## config.mk

```make
export PLATFORM = sky130hd
export DESIGN_NAME = sscg_profile_gen
export DESIGN_NICKNAME = d
export VERILOG_FILES = /design/src/rtl/sscg_pkg.sv /design/src/rtl/sscg_update_tick.sv /design/src/rtl/sscg_cfg_calc.sv /design/src/rtl/sscg_tri_stepper.sv /design/src/rtl/sscg_profile_gen.sv
export SDC_FILE = /design/constraint.sdc
export NUM_CORES = 2
export LEC_CHECK = 0
export BUFFER_PORTS_ARGS = -buffer_cell sky130_fd_sc_hd__buf_2
export CAP_MARGIN = 10
export CORE_MARGIN = 2
export CORE_UTILIZATION = 45
export DETAILED_ROUTE_END_ITERATION = 8
export MAX_ROUTING_LAYER = met4
export PLACE_DENSITY_LB_ADDON = 0.25
export SLEW_MARGIN = 5
export SYNTH_ARGS = -nofsm -noshare
export SYNTH_HDL_FRONTEND = slang
export SYNTH_SLANG_ARGS = --single-unit
```

## constraint.sdc

```tcl
create_clock -name clk -period 12.2 [get_ports clk]
set_input_delay 2.44 -clock clk [delete_from_list [all_inputs] [get_ports clk]]
set_output_delay 2.44 -clock clk [all_outputs]
set_load 0.02 [all_outputs]
```

## src/rtl/sscg_pkg.sv

```systemverilog
package sscg_pkg;

  typedef enum logic {
    MODE_CENTER = 1'b0,
    MODE_DOWN   = 1'b1
  } spread_mode_e;

  // Percent scaling: 0.25 % = 1/400, applied as a reciprocal multiply.
  localparam int unsigned PCT_SHIFT = 24;
  localparam int unsigned PCT_RECIP = ((1 << PCT_SHIFT) + 200) / 400;

  // Legal magnitude code windows (0.25 % units).
  localparam int unsigned CTR_CODE_MIN = 1;
  localparam int unsigned CTR_CODE_MAX = 10;
  localparam int unsigned DN_CODE_MIN  = 2;
  localparam int unsigned DN_CODE_MAX  = 20;

  function automatic int unsigned clamp_code(input int unsigned code, input logic is_down);
    int unsigned lo;
    int unsigned hi;
    lo = is_down ? DN_CODE_MIN : CTR_CODE_MIN;
    hi = is_down ? DN_CODE_MAX : CTR_CODE_MAX;
    if (code < lo) return lo;
    if (code > hi) return hi;
    return code;
  endfunction

endpackage

```

## src/rtl/sscg_update_tick.sv

```systemverilog
module sscg_update_tick #(
  parameter int unsigned UPD_LOG2 = 2
) (
  input  logic clk,
  input  logic rst_n,
  output logic tick_o
);

  generate
    if (UPD_LOG2 == 0) begin : g_every
      assign tick_o = 1'b1;
    end else begin : g_div
      logic [UPD_LOG2-1:0] cnt_q;

      always_ff @(posedge clk or negedge rst_n) begin
        if (!rst_n) cnt_q <= '0;
        else        cnt_q <= cnt_q + 1'b1;
      end

      assign tick_o = &cnt_q;

      assert_tick_gap_R2: assert property (@(posedge clk) disable iff (!rst_n)
        tick_o |=> !tick_o);
    end
  endgenerate

endmodule

```

## src/rtl/sscg_cfg_calc.sv

```systemverilog
module sscg_cfg_calc #(
  parameter int unsigned WORD_W   = 32,
  parameter int unsigned MAG_W    = 5,
  parameter int unsigned PER_W    = 16,
  parameter int unsigned UPD_LOG2 = 2
) (
  input  logic              clk,
  input  logic              rst_n,
  input  logic [WORD_W-1:0] nominal_i,
  input  logic              mode_down_i,
  input  logic [MAG_W-1:0]  code_i,
  input  logic [PER_W-1:0]  period_i,
  output logic              cfg_ok_o,
  output logic [WORD_W-1:0] nom_o,
  output logic              down_o,
  output logic [WORD_W-1:0] dev_o,
  output logic [WORD_W-1:0] quo_o,
  output logic [PER_W-1:0]  rem_o,
  output logic [PER_W-1:0]  seg_o
);
  import sscg_pkg::*;

  localparam int unsigned PROD_W = WORD_W + MAG_W + PCT_SHIFT;
  localparam int unsigned KEY_W  = WORD_W + 1 + MAG_W + PER_W;
  localparam int unsigned CNT_W  = $clog2(WORD_W) + 1;
  localparam int unsigned CHK_W  = WORD_W + PER_W + 1;

  logic [MAG_W-1:0]  code_c;
  logic [PER_W-1:0]  per_upd;
  logic [PER_W-1:0]  seg_c;
  logic [PROD_W-1:0] prod;
  logic [WORD_W-1:0] dev_c;
  logic [KEY_W-1:0]  key_c;

  always_comb begin
    code_c  = MAG_W'(clamp_code(32'(code_i), mode_down_i));
    per_upd = period_i >> UPD_LOG2;
    seg_c   = mode_down_i ? (per_upd >> 1) : (per_upd >> 2);
    if (seg_c == '0) seg_c = PER_W'(1);
    prod    = PROD_W'(nominal_i) * PROD_W'(code_c) * PROD_W'(PCT_RECIP);
    dev_c   = WORD_W'(prod >> PCT_SHIFT);
    key_c   = {nominal_i, mode_down_i, code_c, seg_c};
  end

  // Settings latched for the divider and handed to the stepper
  logic [KEY_W-1:0]  key_q;
  logic [WORD_W-1:0] dev_q;
  logic [PER_W-1:0]  seg_q;
  logic [WORD_W-1:0] dvd_q;
  logic [PER_W-1:0]  rem_q;
  logic [CNT_W-1:0]  cnt_q;
  logic              busy_q;
  logic              done_q;

  // One restoring-division step per cycle: dev / seg
  logic [PER_W:0] rem_sh;
  logic           ge;

  always_comb begin
    rem_sh = {rem_q, dvd_q[WORD_W-1]};
    ge     = (rem_sh >= {1'b0, seg_q});
  end

  always_ff @(posedge clk or negedge rst_n) begin
    if (!rst_n) begin
      key_q  <= '0;
      dev_q  <= '0;
      seg_q  <= PER_W'(1);
      dvd_q  <= '0;
      rem_q  <= '0;
      cnt_q  <= '0;
      busy_q <= 1'b0;
      done_q <= 1'b0;
    end else if (key_c != key_q) begin
      key_q  <= key_c;
      dev_q  <= dev_c;
      seg_q  <= seg_c;
      dvd_q  <= dev_c;
      rem_q  <= '0;
      cnt_q  <= '0;
      busy_q <= 1'b1;
      done_q <= 1'b0;
    end else if (busy_q) begin
      dvd_q <= {dvd_q[WORD_W-2:0], ge};
      rem_q <= PER_W'(ge ? (rem_sh - {1'b0, seg_q}) : rem_sh);
      cnt_q <= cnt_q + 1'b1;
      if (cnt_q == CNT_W'(WORD_W - 1)) begin
        busy_q <= 1'b0;
        done_q <= 1'b1;
      end
    end
  end

  assign cfg_ok_o = done_q && (key_c == key_q);
  assign nom_o    = key_q[KEY_W-1 -: WORD_W];
  assign down_o   = key_q[MAG_W + PER_W];
  assign dev_o    = dev_q;
  assign quo_o    = dvd_q;
  assign rem_o    = rem_q;
  assign seg_o    = seg_q;

  // Quotient and remainder rebuild the deviation exactly (R6 exact ramp ends)
  assert_div_exact_R6: assert property (@(posedge clk) disable iff (!rst_n)
    done_q |-> ((CHK_W'(dvd_q) * CHK_W'(seg_q) + CHK_W'(rem_q)) == CHK_W'(dev_q))
               && (rem_q < seg_q));

endmodule

```

## src/rtl/sscg_tri_stepper.sv

```systemverilog
module sscg_tri_stepper #(
  parameter int unsigned WORD_W = 32,
  parameter int unsigned PER_W  = 16
) (
  input  logic              clk,
  input  logic              rst_n,
  input  logic              tick_i,
  input  logic              spread_en_i,
  input  logic [WORD_W-1:0] nominal_in_i,
  input  logic              cfg_ok_i,
  input  logic [WORD_W-1:0] cfg_nom_i,
  input  logic              cfg_down_i,
  input  logic [WORD_W-1:0] cfg_dev_i,
  input  logic [WORD_W-1:0] cfg_quo_i,
  input  logic [PER_W-1:0]  cfg_rem_i,
  input  logic [PER_W-1:0]  cfg_seg_i,
  output logic              word_valid_o,
  output logic [WORD_W-1:0] word_o,
  output logic              rising_o
);

  // Active setting, swapped only at a period start
  logic [WORD_W-1:0] a_nom, a_dev, a_quo;
  logic [PER_W-1:0]  a_rem, a_seg;
  logic              a_down;
  // Ramp position: k in 0..seg, u = floor(dev*k/seg), err = (dev*k) mod seg
  logic              run_q, up_q, neg_q;
  logic [PER_W-1:0]  k_q, err_q;
  logic [WORD_W-1:0] u_q;

  logic              at_start, load;
  logic [WORD_W-1:0] nom_use, quo_use, u_use;
  logic [PER_W-1:0]  rem_use, seg_use, k_use, err_use;
  logic              down_use, up_use, neg_use;
  logic [WORD_W-1:0] word_nx;
  logic              rise_nx;
  logic [PER_W:0]    sum;
  logic              carry, borrow;
  logic [WORD_W-1:0] u_adv;
  logic [PER_W-1:0]  k_adv, err_adv;
  logic              up_adv, neg_adv;

  always_comb begin
    at_start = run_q && (k_q == '0) && up_q && (neg_q == a_down);
    load     = spread_en_i && cfg_ok_i && (!run_q || at_start);

    nom_use  = load ? cfg_nom_i  : a_nom;
    quo_use  = load ? cfg_quo_i  : a_quo;
    rem_use  = load ? cfg_rem_i  : a_rem;
    seg_use  = load ? cfg_seg_i  : a_seg;
    down_use = load ? cfg_down_i : a_down;
    k_use    = load ? '0         : k_q;
    err_use  = load ? '0         : err_q;
    u_use    = load ? '0         : u_q;
    up_use   = load ? 1'b1       : up_q;
    neg_use  = load ? cfg_down_i : neg_q;

    word_nx  = neg_use ? (nom_use - u_use) : (nom_use + u_use);
    rise_nx  = up_use ^ neg_use;

    sum    = {1'b0, err_use} + {1'b0, rem_use};
    carry  = (sum >= {1'b0, seg_use});
    borrow = (err_use < rem_use);
    if (up_use) begin
      err_adv = PER_W'(carry ? (sum - {1'b0, seg_use}) : sum);
      u_adv   = u_use + quo_use + WORD_W'(carry);
      k_adv   = k_use + 1'b1;
      up_adv  = (k_adv != seg_use);
      neg_adv = neg_use;
    end else begin
      err_adv = PER_W'(borrow ? ({1'b0, err_use} + {1'b0, seg_use} - {1'b0, rem_use})
                              : ({1'b0, err_use} - {1'b0, rem_use}));
      u_adv   = u_use - quo_use - WORD_W'(borrow);
      k_adv   = k_use - 1'b1;
      up_adv  = (k_adv == '0);
      neg_adv = (k_adv == '0) ? (down_use ? 1'b1 : ~neg_use) : neg_use;
    end
  end

  always_ff @(posedge clk or negedge rst_n) begin
    if (!rst_n) begin
      a_nom <= '0; a_dev <= '0; a_quo <= '0;
      a_rem <= '0; a_seg <= '0; a_down <= 1'b0;
      run_q <= 1'b0; up_q <= 1'b1; neg_q <= 1'b0;
      k_q <= '0; err_q <= '0; u_q <= '0;
      word_o <= '0; rising_o <= 1'b0; word_valid_o <= 1'b0;
    end else begin
      word_valid_o <= tick_i;
      if (tick_i) begin
        if (!spread_en_i) begin
          run_q    <= 1'b0;
          word_o   <= nominal_in_i;
          rising_o <= 1'b0;
        end else if (load || run_q) begin
          if (load) begin
            a_nom  <= cfg_nom_i;
            a_dev  <= cfg_dev_i;
            a_quo  <= cfg_quo_i;
            a_rem  <= cfg_rem_i;
            a_seg  <= cfg_seg_i;
            a_down <= cfg_down_i;
          end
          run_q    <= 1'b1;
          k_q      <= k_adv;
          err_q    <= err_adv;
          u_q      <= u_adv;
          up_q     <= up_adv;
          neg_q    <= neg_adv;
          word_o   <= word_nx;
          rising_o <= rise_nx;
        end else begin
          word_o   <= nominal_in_i;
          rising_o <= 1'b0;
        end
      end
    end
  end

  assert_hold_between_R2: assert property (@(posedge clk) disable iff (!rst_n)
    !word_valid_o |-> $stable(word_o));

  assert_off_nominal_R3: assert property (@(posedge clk) disable iff (!rst_n)
    (tick_i && !spread_en_i) |=> (word_o == $past(nominal_in_i)) && !rising_o);

  assert_peak_bound_R6: assert property (@(posedge clk) disable iff (!rst_n)
    run_q |-> (u_q <= a_dev) && (err_q < a_seg) && (k_q <= a_seg));

  assert_down_ceiling_R7: assert property (@(posedge clk) disable iff (!rst_n)
    (run_q && a_down) |-> neg_q);

  assert_restart_nominal_R9: assert property (@(posedge clk) disable iff (!rst_n)
    (tick_i && spread_en_i && cfg_ok_i && !run_q)
      |=> (word_o == $past(cfg_nom_i)) && (rising_o == !$past(cfg_down_i)));

endmodule

```

## src/rtl/sscg_profile_gen.sv

```systemverilog
module sscg_profile_gen #(
  parameter int unsigned WORD_W   = 32,
  parameter int unsigned MAG_W    = 5,
  parameter int unsigned PER_W    = 16,
  parameter int unsigned UPD_LOG2 = 2
) (
  input  logic              clk,
  input  logic              rst_n,
  input  logic [WORD_W-1:0] nominal_word,
  input  logic              spread_mode,
  input  logic [MAG_W-1:0]  spread_code,
  input  logic [PER_W-1:0]  period_cycles,
  input  logic              spread_en,
  output logic              word_valid,
  output logic [WORD_W-1:0] word_out,
  output logic              phase_rising
);
  import sscg_pkg::*;

  spread_mode_e      mode_e;
  logic              is_down;
  logic              tick;
  logic              cfg_ok;
  logic [WORD_W-1:0] cfg_nom, cfg_dev, cfg_quo;
  logic              cfg_down;
  logic [PER_W-1:0]  cfg_rem, cfg_seg;

  assign mode_e  = spread_mode_e'(spread_mode);
  assign is_down = (mode_e == MODE_DOWN);

  sscg_update_tick #(.UPD_LOG2(UPD_LOG2)) u_tick (
    .clk    (clk),
    .rst_n  (rst_n),
    .tick_o (tick)
  );

  sscg_cfg_calc #(
    .WORD_W(WORD_W), .MAG_W(MAG_W), .PER_W(PER_W), .UPD_LOG2(UPD_LOG2)
  ) u_cfg (
    .clk         (clk),
    .rst_n       (rst_n),
    .nominal_i   (nominal_word),
    .mode_down_i (is_down),
    .code_i      (spread_code),
    .period_i    (period_cycles),
    .cfg_ok_o    (cfg_ok),
    .nom_o       (cfg_nom),
    .down_o      (cfg_down),
    .dev_o       (cfg_dev),
    .quo_o       (cfg_quo),
    .rem_o       (cfg_rem),
    .seg_o       (cfg_seg)
  );

  sscg_tri_stepper #(.WORD_W(WORD_W), .PER_W(PER_W)) u_step (
    .clk          (clk),
    .rst_n        (rst_n),
    .tick_i       (tick),
    .spread_en_i  (spread_en),
    .nominal_in_i (nominal_word),
    .cfg_ok_i     (cfg_ok),
    .cfg_nom_i    (cfg_nom),
    .cfg_down_i   (cfg_down),
    .cfg_dev_i    (cfg_dev),
    .cfg_quo_i    (cfg_quo),
    .cfg_rem_i    (cfg_rem),
    .cfg_seg_i    (cfg_seg),
    .word_valid_o (word_valid),
    .word_o       (word_out),
    .rising_o     (phase_rising)
  );

endmodule

```

* Yosys cells after proc, flatten, opt, wreduce, memory -nomap -nowiden
Cells that the tools add are included.
Cells by class: bitwise gates (word level) 2, order comparisons 5, multiplexer cells 50, div/mod/pow operators 0, reductions and logical operators 18, $add $sub $neg 16, shift-type cells 0, multipliers 2, eq/ne operators 6
Operators by type and width (number):
- $mux 32 | 9
- $mux 16 | 12
- $add 32x32->32 | 2
- $sub 16x16->16 | 4
- $sub 32x32->32 | 2
- $eq 54x54->1 | 1
- $ne 54x54->1 | 1
- $mul 37x16->53 const B | 1
- $logic_not 16->1 | 3
- $mul 32x5->37 | 1
- $ge 17x16->1 | 2
- $add 32x1->32 | 1
- $gt 5x32->1 | 1
- $lt 5x32->1 | 1
- $sub 32x1->32 | 1
- $mux 1 | 20
- $mux 5 | 4
- $add 16x16->17 | 1
- $add 16x1->16 const B | 1
- $add 16x16->16 | 1
- $lt 16x16->1 | 1
- $ne 16x16->1 | 1
- $sub 16x1->16 const B | 1
- $mux 13 | 1
- 16 further kinds | 26
Storage, ports and cells: latch bits 0, bits in read-only memories 0, input port bits 57, output and inout bits 34, word-level logic and storage cells 121, memories kept 0, register bits after elaboration 326, memory bits (writable) 0

* Longest topological paths before layout
depth after elaboration 15, depth in mapped cells 54

* By module
From an unflattened synthesis, not the netlist that was laid out.
Second synthesis, totals: cells, all modules 5085, area, all modules 43863.3 µm²
Modules (own cells, without submodules):
- sscg_cfg_calc | area an instance 23764.0 µm², times used 1, cells each 2533, sequential area each 3429.5 µm²
- sscg_tri_stepper | area an instance 20033.0 µm², times used 1, cells each 2548, sequential area each 4956.0 µm²
- sscg_update_tick | area an instance 66.3 µm², times used 1, cells each 4, sequential area each 50.0 µm²

* Worst setup path after synthesis
No wires, ideal clock.
path kind input to register, from input port spread_mode, to register u_cfg.dvd_q[21], in the netlist u_cfg.quo_o[21], path slack -1.548 ns, data arrival time 13.630 ns, stages on the path 49, cell sequence buf_2 > buf_2 > inv_1 > ha_1 > o21ai_0 > a21oi_1 > o22a_1 > mux2i_1 > clkbuf_1 > nor2b_1 > fa_1 > fa_1 > inv_1 > fa_1 > inv_1 > ha_1 > a21o_1 > a21oi_1 > [... 13 more ...] > inv_1 > fa_1 > fa_1 > fa_1 > inv_1 > fa_1 > inv_1 > ha_1 > a21o_1 > a21o_1 > a221oi_1 > nor2_1 > a211o_1 > o21ai_0 > a21boi_0 > o41ai_1 > xnor2_1 > a21o_1
Between the ends: cells in the longest elaborated chain, start to end 9, elaborated cells between the ends (all ways) 19, those cells by class mul (2); order compare (2); eq/ne (1); mux (12); reduce/logical (2)
RTL lines:
- start: declaration | line sscg_profile_gen.sv:10 | input logic spread_mode,
- $mux 2 or $mux 5 (tied branches) | line sscg_pkg.sv:21, sscg_pkg.sv:22
- $lt 5x32->1 or $gt 5x32->1 (tied branches) | line sscg_pkg.sv:23, sscg_pkg.sv:24
- $mux 2 or $mux 1 (tied branches) | line sscg_pkg.sv:23, sscg_pkg.sv:24
- $mux 5 or $mux 1 (tied branches) | line sscg_pkg.sv:24 | if (code > hi) return hi;
- $mux 5 | line sscg_pkg.sv:25 | return code;
- $mux 5 | line sscg_pkg.sv:24
- $mul 32x5->37 | line sscg_cfg_calc.sv:40 | prod = PROD_W'(nominal_i) * PROD_W'(code_c) * PROD_W'(PCT_RECIP);
- $mul 37x16->53 | line sscg_cfg_calc.sv:40
- $mux 32 | line sscg_cfg_calc.sv:74 | end else if (key_c != key_q) begin
- end signal: assignment | line sscg_cfg_calc.sv:78 | dvd_q <= dev_c;
- end signal: assignment | line sscg_cfg_calc.sv:84 | dvd_q <= {dvd_q[WORD_W-2:0], ge};
- end: declaration | line sscg_cfg_calc.sv:49 | logic [WORD_W-1:0] dvd_q;
Parallel ways exist; a longest one is shown, timed or not. The select of a mux whose other input is x is not followed. A chain may end at the register's enable or synchronous reset.

* Worst setup path after layout
from input port spread_mode, to register u_cfg.dvd_q[20], in the netlist u_cfg.quo_o[20]
Same word-level chain as after synthesis.

==> run metrics <==
drt first pass iters 6; EDFF count, synth 0; sequential fraction of the synthesis area a little under a fifth; uppermost layer routed met4; Placement Rows ~110; Top FF cell, synth dfrtp_1; Max clock buf depth 3; final hold vios 0; kind of critical path in2reg; Post-Syn Area between 40,000 and 50,000 um2; failing checks setup timing; synth unique cells just over 80; Final period util 104%; final net count 6,453; Worst-path clk slew 60 ps; relative slew slack about 16%; Initial Utilization 45.4%; setup_tns -6310 ps; detail-routed via count per cell 5.31; die width 308 um; Tightest Hold Check Type reg2reg; Worst-Skew Late Latency around 560 ps; WL met3 slightly above 8000 um; placed cell count 6,614; critical path required time roughly 13,000 ps; Antenna Nets Post-Route 0; total congestion overflow 0; die area roughly 95,000 um2; antenna violations before repair 4; cells after synthesis 4,969; Design Area, Final 50,400 um2; IO buf count 87; Layout area overhead 21.3%; CP max stage cell fa_1; Worst path max stage delay between 500 and 600 ps; share of layout cells above drive strength 1 between 10% and 20%; I/O pin count 91; startpoint types primary input; Final WS setup -490 ps; critical path endpoint category flip-flop; Total Routing Usage GR a little over a quarter; CTS buffer count 36; Final Util between 50% and 60%; CTS tree done; clk sinks ~310; vias in the first global route 35,600; Setup-failing EPs final 21; DRC Markers 0; most frequent CP cell fa_1; post-placement cell area about 48,000 um2; max cap viols 0; Detailed Place HPWL about 97,000 um; Final min period approximately 13,000 ps; DIE HEIGHT roughly 310 um; Arr. time, crit path roughly 13,000 ps; metal1 wirelength about 55,000 um; first-pass GRT wire length 193,000 um; outcome finished with violations; f_max a little under 80 MHz; Slew Limit Fails 0; most common cell in the synthesized netlist inv_1; top post-synthesis cells by area dfrtp_1 (18%), fa_1 (18%), ha_1 (15%); synthesized area per cell 8.36 um2; Syn Nets around 5,900; Yosys top cell area share between 10% and 20%; Commonest cells post-synth inv_1 (799), nand2_1 (541), ha_1 (498); YS warnings 0; gpl congestion 0.963; Root Driver clkbuf_16; total core area roughly 92,000 um2; RSZ-0062 raised after global routing yes; WL/cell roughly 18 um; depth of the CTS H-tree 2; largest net degree at the start of global routing 155; Final Skew about 24 ps; worst-path maximum fanout 7; Least-Margin Pin Slew 1250 ps; Iter 0 DRT Violations approximately 2,200; Async S/R FF share, synth 100%; drt total wl approximately 120,000 um; met2 wire length between 50,000 and 60,000 um; area leader, netlist dfrtp_1; synthesized flop and latch total between 300 and 400; vias 35,900; final cell count without fillers between 6,000 and 7,000
through the flow:
stage,setup WS [ps],hold slack [ps]
detailed placement,-1420,447
finish,-490,461
CTS,-394,454
global route,-937,483
floorplan,-586,422
global placement,-1270,439
registers in the layout, indices dropped and copies added (netlist names), 2 cells and up:
| name | count |
|---|---|
| u_cfg.cnt_q | 6 |
| u_cfg.key_q | 40 |
| u_cfg.quo_o | 32 |
| u_step.err_q | 16 |
| u_step.k_q | 16 |
| u_step.a_nom | 32 |
| u_step.u_q | 32 |
| u_step.word_o | 32 |
| u_step.a_quo | 32 |
| u_step.a_rem | 16 |
| u_cfg.seg_o | 12 |
| u_tick.g_div.cnt_q | 2 |
| u_step.a_seg | 16 |
| u_cfg.rem_o | 16 |
cell type report:
cell class | instances | area (um2)
clock inverter | 19 | 175
inverter | 800 | 3010
sequential | 308 | 7710
antenna | 4 | 10.0
multi-input combinational | 3650 | 31400
fill | 8397 | 41200
clock buffer | 46 | 958
tap | 1186 | 1480
timing repair buffer | 738 | 5580
kinds of logic (layout without fill, tap and decap cells):
group / Yosys count / in the layout / share of synthesized area, %
xor+xnor: 335 / 335 / 7.06
mux: 97 / 97 / 2.42
simple gates: 1391 / 1391 / 15.6
fa+ha+maj: 865 / 865 / 32.6
other cells: 0 / 4 / 0
compound gates: 962 / 962 / 14.5
flops: 308 / 308 / 18.6
buf+inv: 1011 / 1603 / 9.22
repair_timing:
item,CTS,global route
pin swaps,73,146
setup buffers,26,46
gates resized for setup,66,178
hold buffers,0,0
endpoints found under the setup margin,33,44
gates cloned,1,0
worst max-delay path, delay by kind of cell:
| kind | cells | cell delay, ps |
|---|---|---|
| AOI/OAI and AO/OA | 17 | 2710 |
| adders and majority gates | 12 | 5080 |
| and+or+nand+nor | 8 | 610 |
| xor gates and xnor gates | 2 | 280 |
| muxes | 1 | 310 |
| buffers and inverters | 15 | 1640 |
metal layers:
metal | up-vias | track usage [%]
met4 | 0 | 6.68
met2 | 794 | 41.3
met5 | - | -
li1 | 17500 | -
met1 | 17500 | 35.1
met3 | 157 | 5.69
cell usage in the layout (no fill, tap or decap), drive strengths merged, types with 69 or more instances in the layout:
cell type	Yosys	layout
fa	364	364
and2	93	93
ha	498	498
nor3	73	73
buf	47	737
nor2b	90	90
nor2	329	329
xor2	115	115
a31oi	83	83
dfrtp	306	306
a21oi	280	280
o21ai	236	236
nand2	541	541
xnor2	220	220
mux2i	69	69
a21o	83	83
inv	799	801
final timing paths:
kind                                              endpoint  slack, ps                            start  cells past startpoint
min in group asynchronous    u_step.word_o[13]$_DFFE_PN0P_       1920                            rst_n                      1
max                            u_cfg.quo_o[20]$_DFFE_PN0P_       -490                      spread_mode                     55
max reg2reg                     u_step.u_q[31]$_DFFE_PN0P_       2040        u_step.k_q[2]$_DFFE_PN0P_                     43
min reg2reg                u_tick.g_div.cnt_q[0]$_DFF_PN0_        460  u_tick.g_div.cnt_q[0]$_DFF_PN0_                      1
min                        u_tick.g_div.cnt_q[0]$_DFF_PN0_        460  u_tick.g_div.cnt_q[0]$_DFF_PN0_                      1
max in group asynchronous       u_cfg.cnt_q[2]$_DFFE_PN0P_       8840                            rst_n                      2
Power is left out: the tool's default activity adds up to more than one toggle a clock period on the data nets, which glitch-free logic cannot reach.
